===== src/rtl/baudgen_pkg.sv =====
package baudgen_pkg;

   // Default geometry of the generator
   localparam int unsigned DEF_CNT_W     = 13;
   localparam int unsigned DEF_BUS_W     = 16;
   localparam int unsigned DEF_PRE_DIV   = 2;
   localparam int unsigned DEF_ASYNC_DIV = 16;
   localparam int unsigned DEF_SYNC_DIV  = 4;

   // Framing mode seen by the final divider
   typedef enum logic [0:0] {
      FRAME_ASYNC = 1'b0,
      FRAME_SYNC  = 1'b1
   } frame_mode_e;

   // Counter width able to hold values 0..n-1 (at least one bit)
   function automatic int unsigned idx_w(input int unsigned n);
      return (n <= 2) ? 1 : $clog2(n);
   endfunction

endpackage


===== src/rtl/bg_prescale.sv =====
// Clock-enable prescaler: one tick every PRE_DIV enabled clocks.
module bg_prescale #(
   parameter int unsigned PRE_DIV = baudgen_pkg::DEF_PRE_DIV
) (
   input  logic clk,
   input  logic rst_n,
   input  logic run_i,
   output logic tick_o
);
   generate
      if (PRE_DIV == 1) begin : g_direct
         // No prescaling: every enabled clock is a tick
         logic unused_clk_rst;
         assign unused_clk_rst = clk ^ rst_n;
         assign tick_o = run_i;
      end else begin : g_count
         localparam int unsigned PW = baudgen_pkg::idx_w(PRE_DIV);
         localparam logic [PW-1:0] LAST = PW'(PRE_DIV - 1);
         localparam logic [PW-1:0] ONE  = PW'(1);
         logic [PW-1:0] phase_q;

         always_ff @(posedge clk) begin
            if (!rst_n) begin
               phase_q <= '0;
            end else if (run_i) begin
               if (phase_q == LAST) phase_q <= '0;
               else                 phase_q <= phase_q + ONE;
            end
         end

         assign tick_o = run_i && (phase_q == LAST);
      end
   endgenerate
endmodule


===== src/rtl/bg_downcnt.sv =====
// Down-counting timer with reload register; flags each underflow.
module bg_downcnt #(
   parameter int unsigned CNT_W = baudgen_pkg::DEF_CNT_W
) (
   input  logic             clk,
   input  logic             rst_n,
   input  logic             tick_i,
   input  logic             ld_we_i,
   input  logic [CNT_W-1:0] ld_val_i,
   output logic [CNT_W-1:0] cnt_o,
   output logic             uf_o
);
   localparam logic [CNT_W-1:0] ONE = CNT_W'(1);

   logic [CNT_W-1:0] cnt_q;
   logic [CNT_W-1:0] reload_q;
   logic             uf_q;

   // The reload register changes only by a write; the live count is never touched by it.
   always_ff @(posedge clk) begin
      if (!rst_n) begin
         reload_q <= '0;
      end else if (ld_we_i) begin
         reload_q <= ld_val_i;
      end
   end

   // A step taken at zero is the underflow: reload and flag it.
   always_ff @(posedge clk) begin
      if (!rst_n) begin
         cnt_q <= '0;
         uf_q  <= 1'b0;
      end else begin
         uf_q <= 1'b0;
         if (tick_i) begin
            if (cnt_q == '0) begin
               cnt_q <= reload_q;
               uf_q  <= 1'b1;
            end else begin
               cnt_q <= cnt_q - ONE;
            end
         end
      end
   end

   assign cnt_o = cnt_q;
   assign uf_o  = uf_q;
endmodule


===== src/rtl/bg_thin.sv =====
// Optional 2/3 pulse thinning: passes two pulses, drops the third.
module bg_thin #(
   parameter bit THIN_EN = 1'b1
) (
   input  logic clk,
   input  logic rst_n,
   input  logic sel_i,
   input  logic pulse_i,
   output logic pulse_o
);
   generate
      if (THIN_EN) begin : g_thin
         logic [1:0] mod3_q;

         always_ff @(posedge clk) begin
            if (!rst_n) begin
               mod3_q <= 2'd0;
            end else if (!sel_i) begin
               mod3_q <= 2'd0;
            end else if (pulse_i) begin
               mod3_q <= (mod3_q == 2'd2) ? 2'd0 : mod3_q + 2'd1;
            end
         end

         assign pulse_o = pulse_i && (!sel_i || (mod3_q != 2'd2));
      end else begin : g_pass
         logic unused_thin;
         assign unused_thin = clk ^ rst_n ^ sel_i;
         assign pulse_o = pulse_i;
      end
   endgenerate
endmodule


===== src/rtl/bg_postdiv.sv =====
// Mode-dependent final divider producing a one-cycle bit-clock enable.
module bg_postdiv #(
   parameter int unsigned ASYNC_DIV = baudgen_pkg::DEF_ASYNC_DIV,
   parameter int unsigned SYNC_DIV  = baudgen_pkg::DEF_SYNC_DIV
) (
   input  logic clk,
   input  logic rst_n,
   input  logic mode_i,
   input  logic pulse_i,
   output logic tick_o
);
   import baudgen_pkg::*;

   localparam int unsigned MAX_DIV = (ASYNC_DIV > SYNC_DIV) ? ASYNC_DIV : SYNC_DIV;
   localparam int unsigned DW = idx_w(MAX_DIV);
   localparam logic [DW-1:0] A_LAST = DW'(ASYNC_DIV - 1);
   localparam logic [DW-1:0] S_LAST = DW'(SYNC_DIV - 1);
   localparam logic [DW-1:0] ONE    = DW'(1);

   frame_mode_e   mode;
   logic [DW-1:0] last;
   logic [DW-1:0] div_q;
   logic          wrap;

   assign mode = frame_mode_e'(mode_i);
   assign last = (mode == FRAME_SYNC) ? S_LAST : A_LAST;
   // >= keeps the divider safe if the mode shrinks the limit mid-count
   assign wrap = (div_q >= last);

   always_ff @(posedge clk) begin
      if (!rst_n) begin
         div_q <= '0;
      end else if (pulse_i) begin
         if (wrap) div_q <= '0;
         else      div_q <= div_q + ONE;
      end
   end

   assign tick_o = pulse_i && wrap;
endmodule


===== src/rtl/baud_tick_gen.sv =====
// Reloadable baud rate generator: prescale, down-count, thin, divide.
module baud_tick_gen #(
   parameter int unsigned CNT_W     = baudgen_pkg::DEF_CNT_W,
   parameter int unsigned BUS_W     = baudgen_pkg::DEF_BUS_W,
   parameter int unsigned PRE_DIV   = baudgen_pkg::DEF_PRE_DIV,
   parameter int unsigned ASYNC_DIV = baudgen_pkg::DEF_ASYNC_DIV,
   parameter int unsigned SYNC_DIV  = baudgen_pkg::DEF_SYNC_DIV,
   parameter bit          THIN_EN   = 1'b1
) (
   input  logic             clk,
   input  logic             rst_n,
   input  logic             run_en,
   input  logic             thin_sel,
   input  logic             sync_mode,
   input  logic             reg_wr,
   input  logic [BUS_W-1:0] reg_wdata,
   output logic [BUS_W-1:0] reg_rdata,
   output logic             ctr_pulse,
   output logic             thin_pulse,
   output logic             bit_tick
);
   // Elaboration-time parameter checks
   generate
      if (CNT_W < 1 || CNT_W > BUS_W) begin : g_bad_width
         $error("baud_tick_gen: CNT_W must be 1..BUS_W");
      end
      if (PRE_DIV < 1) begin : g_bad_pre
         $error("baud_tick_gen: PRE_DIV must be at least 1");
      end
      if (ASYNC_DIV < 2 || SYNC_DIV < 2) begin : g_bad_div
         $error("baud_tick_gen: final divisors must be at least 2");
      end
   endgenerate

   logic             step_tick;
   logic [CNT_W-1:0] cnt_val;
   logic             uf_pulse;
   logic             thinned;

   bg_prescale #(.PRE_DIV(PRE_DIV)) u_pre (
      .clk    (clk),
      .rst_n  (rst_n),
      .run_i  (run_en),
      .tick_o (step_tick)
   );

   bg_downcnt #(.CNT_W(CNT_W)) u_cnt (
      .clk      (clk),
      .rst_n    (rst_n),
      .tick_i   (step_tick),
      .ld_we_i  (reg_wr),
      .ld_val_i (reg_wdata[CNT_W-1:0]),
      .cnt_o    (cnt_val),
      .uf_o     (uf_pulse)
   );

   bg_thin #(.THIN_EN(THIN_EN)) u_thin (
      .clk     (clk),
      .rst_n   (rst_n),
      .sel_i   (thin_sel),
      .pulse_i (uf_pulse),
      .pulse_o (thinned)
   );

   bg_postdiv #(.ASYNC_DIV(ASYNC_DIV), .SYNC_DIV(SYNC_DIV)) u_div (
      .clk     (clk),
      .rst_n   (rst_n),
      .mode_i  (sync_mode),
      .pulse_i (thinned),
      .tick_o  (bit_tick)
   );

   // Write data bits above the timer width have no destination
   generate
      if (BUS_W > CNT_W) begin : g_hi
         logic unused_wr_hi;
         assign unused_wr_hi = ^reg_wdata[BUS_W-1:CNT_W];
      end
   endgenerate

   assign reg_rdata  = BUS_W'(cnt_val);
   assign ctr_pulse  = uf_pulse;
   assign thin_pulse = thinned;
endmodule


===== config.mk =====
export PLATFORM = sky130hd
export DESIGN_NAME = baud_tick_gen
export DESIGN_NICKNAME = d
export VERILOG_FILES = /design/src/rtl/baudgen_pkg.sv /design/src/rtl/bg_prescale.sv /design/src/rtl/bg_downcnt.sv /design/src/rtl/bg_thin.sv /design/src/rtl/bg_postdiv.sv /design/src/rtl/baud_tick_gen.sv
export SDC_FILE = /design/constraint.sdc
export NUM_CORES = 1
export LEC_CHECK = 0
export CAP_MARGIN = 20
export CORE_ASPECT_RATIO = 1.2
export CORE_UTILIZATION = 50
export CTS_BUF_LIST = sky130_fd_sc_hd__clkbuf_8 sky130_fd_sc_hd__clkbuf_16
export DETAILED_ROUTE_END_ITERATION = 10
export PLACE_DENSITY = 0.78
export SETUP_SLACK_MARGIN = 0.02
export SYNTH_ARGS = -nofsm -noshare
export SYNTH_HDL_FRONTEND = slang
export SYNTH_SLANG_ARGS = --single-unit

===== constraint.sdc =====
create_clock -name clk -period 2.2 [get_ports clk]
set_input_delay 0.22 -clock clk [delete_from_list [all_inputs] [get_ports clk]]
set_output_delay 0.22 -clock clk [all_outputs]
set_load 0.01 [all_outputs]

==> metrics.cfg <==
[hold_path]
whs_endpoint = u_thin.g_thin.mod3_q[1]
holdPathStages = 2
hold_start = u_thin.g_thin.mod3_q[1]
min_path_type = reg -> reg

[power_and_ir_drop]
peakVddDrop_mv = 0.498
power_leakage_nw = 0.961
powerDensity_mw_per_mm2 = 869

[worst_setup_path]
r2r_cells = 6
cp-end-kind = primary output
worstReg2RegEnd = u_cnt.cnt_o[7]
worst_path_most_repeated_cell = clkdlybuf4s50_1
r2r-start = u_cnt.cnt_o[0]
start_kind = input port
cp_slowest_cell = clkdlybuf4s50_1
r2r_setup_slack_ns = 0.25
timing.critical_path.buf_inv = 2
required_ns = 1.98
path_delay_family = buffers and inverters
max_stage_delay_ns = 0.48
critPathKind = in -> out
critical_path.max_fanout = 2
path_cells = clkdlybuf4s50_1, ha_1, a21o_1, a21oi_1, nor2_1, clkdlybuf4s50_1
arrival_ns = 1.86

[cts]
cts_setup_buffers = 0
cts_made_buffers = 5
cts_max_path_buffers = 2
cts_resized = 0
clkSinkCount = 34
insertion_delay_ns = 0.29
cts_tree = done
postCtsHoldBufs = 0
cts_root_buf = clkbuf_8
clk_pin_slew_worst_paths_ns = 0.07
h-tree-depth = 2

[detailed_routing]
via_count = 1599
antenna_left = 0
routed_via_density = 5.86
drtIter0Drc = 85
dr.pass1.iters = 7
routedWlPerCell_um = 15.5
finalWirelength_um = 4240
drc = 2

[status]
violations = DRC
status = finished with violations

[layout]
stdcell_area_sq_mm = 0.00228
layout.nets = 263
layout-drive-gt1-share_pct = 11.0
diodes = 0
fin_cells = 273
area_growth_pct = 26.3

[synthesis]
synthTopCellsByArea = dfxtp_1 38%, mux2i_1 11%, nor2b_1 4.9%, ha_1 3.5%, a21oi_1 3.3%
avgSynthCellArea_sq_um = 9.24
async_flop_share_pct = 0
yosysTopAreaCell = dfxtp_1
synthCells = 195
ys.flop_type = dfxtp_1
synth.top_cell.area_share_pct = 37.8
ys_warn_count = 0
yosysSeqAreaShare_pct = 37.8
synth-seq-cells = 34
synth_edf_count = 0
syn_area_sq_mm = 0.00180
synth_cell_types = 48

[timing]
rsz0062_at_grt = no
setup_viol = 0
setup_ws_ns = 0.125
finClkSkew_ns = 0.00373
setup_tns_ns = 0
fmax_mhz = 482
slew_violations = 0
fin_crit_sh_pct = 94.3
finalCriticalPeriod_ns = 2.08
timing.final.hold_violations = 0

[placed_design]
gp_congestion = 0.872
pre_cts_ws_ns = 0.118
dp_cells = 266
port_buffers = 34
postPlaceCellArea_sq_mm = 0.00220
dp_hpwl_um = 3160

[floorplan]
io-pin-count = 41
core_sq_mm = 0.00340
fp-row-count = 23
die_area_sq_mm = 0.00385
die_x_um = 56.8
start_util_pct = 53.1
die_h_um = 67.8

[global_routing]
grt_pass1_vias = 1507
grtUsageTotal_pct = 23.5
grt_start_max_net_pins = 18
antenna_found_initial = 0
grt_pass1_wl_um = 6930
overflow = 0

[run]
maxCapViolations = 0

-- cell usage in the layout (no fill, tap or decap), types with 3 or more instances in the layout --
master / Yosys / final
clkdlybuf4s50_1: 0 / 34
dfxtp_1: 34 / 34
mux2i_1: 19 / 19
nor2_1: 14 / 14
nor2b_1: 14 / 14
nand2_1: 13 / 13
a21oi_1: 12 / 12
nand3_1: 8 / 8
buf_4: 3 / 8
o21ai_0: 7 / 7
inv_1: 5 / 5
ha_1: 5 / 5
clkbuf_8: 0 / 5
o22ai_1: 4 / 4
xor2_1: 4 / 4
a2bb2oi_1: 3 / 3
or3_1: 3 / 3
conb_1: 1 / 3
-- metal layers --
layer	vias to the layer above	routed length (um)	global-route usage [%]
met5	-	0	0
met4	0	78	9.76
met3	7	172	4.02
met2	46	2090	39.3
met1	759	1900	30.1
li1	787	-	-
-- metrics by stage --
| stage | util [%] | power (W) | hold slack [ns] |
|---|---|---|---|
| 2_1_floorplan | - | 0.00128 | 0.368 |
| 3_3_place_gp | 64.7 | 0.00153 | 0.459 |
| 3_5_place_dp | 64.7 | 0.00155 | 0.486 |
| 4_1_cts | 67.0 | 0.00198 | 0.497 |
| 5_1_grt | 67.0 | 0.00208 | 0.511 |
| 6_report | 67.0 | 0.00198 | 0.499 |
-- layout make-up --
type | instances | area [sq um]
repair buffers | 42 | 400
clock inverters | 2 | 10.0
well taps | 37 | 46.3
clock buffers | 5 | 68.8
flip-flops and latches | 34 | 681
multi-input cells | 148 | 1050
inverters | 5 | 18.8
fillers | 274 | 1120
-- logic make-up (layout without fill, tap and decap cells) --
| group | after synthesis | after routing | share of synthesized area (%) |
|---|---|---|---|
| buffers and inverters | 15 | 54 | 4.31 |
| adder cells (fa/ha/maj) | 5 | 5 | 3.47 |
| multiplexers | 19 | 19 | 10.6 |
| AO/OA/AOI/OAI | 42 | 42 | 15.7 |
| AND/OR/NAND/NOR | 75 | 75 | 26.0 |
| flip-flops | 34 | 34 | 37.8 |
| XOR/XNOR | 4 | 4 | 1.94 |
| other | 1 | 3 | 0.208 |
-- cell usage after synthesis, types with 2 or more instances --
| cell type | count |
|---|---|
| a211oi_1 | 2 |
| a21oi_1 | 12 |
| a2bb2oi_1 | 3 |
| a31oi_1 | 2 |
| and3_1 | 2 |
| buf_2 | 2 |
| buf_4 | 3 |
| clkbuf_1 | 4 |
| dfxtp_1 | 34 |
| ha_1 | 5 |
| inv_1 | 5 |
| mux2i_1 | 19 |
| nand2_1 | 13 |
| nand3_1 | 8 |
| nand3b_1 | 2 |
| nor2_1 | 14 |
| nor2b_1 | 14 |
| nor3_1 | 2 |
| nor4_1 | 2 |
| nor4_4 | 2 |
| o211ai_1 | 2 |
| o21ai_0 | 7 |
| o22ai_1 | 4 |
| o32ai_1 | 2 |
| or3_1 | 3 |
| or4_4 | 2 |
| xor2_1 | 4 |
-- state kept, by name, indices dropped and copies added, names as in the netlist --
signal                 cells
u_cnt.cnt_o               13
u_cnt.reload_q            13
u_div.div_q                4
u_thin.g_thin.mod3_q       2
u_cnt.uf_o                 1
u_pre.g_count.phase_q      1
-- report_power, final --
group	internal (W)	switching, W	total [W]
Sequential	0.000661	0.0000701	0.000731
Clock	0.000212	0.000223	0.000435
Combinational	0.000406	0.000404	0.000811
Total	0.00128	0.000697	0.00198
-- worst min-delay path, delay by kind of cell (launching register included) --
family	cells	cell delay (ns)
DFF	1	0.34
and+or+nand+nor	1	0.07
AOI/OAI and AO/OA	1	0.05
-- worst max path at each step --
stage / from / end / slack, ns / depth (start not counted)
finish: sync_mode / bit_tick / 0.12 / 6
global route: sync_mode / bit_tick / 0.03 / 6
CTS: sync_mode / bit_tick / 0.12 / 6
detailed placement: sync_mode / bit_tick / 0.12 / 6
global placement: sync_mode / bit_tick / 0.17 / 6
floorplan: u_cnt.cnt_o[0] / u_cnt.cnt_o[6] / 0.44 / 6
Note: power is estimated with default switching activity, not from simulation.
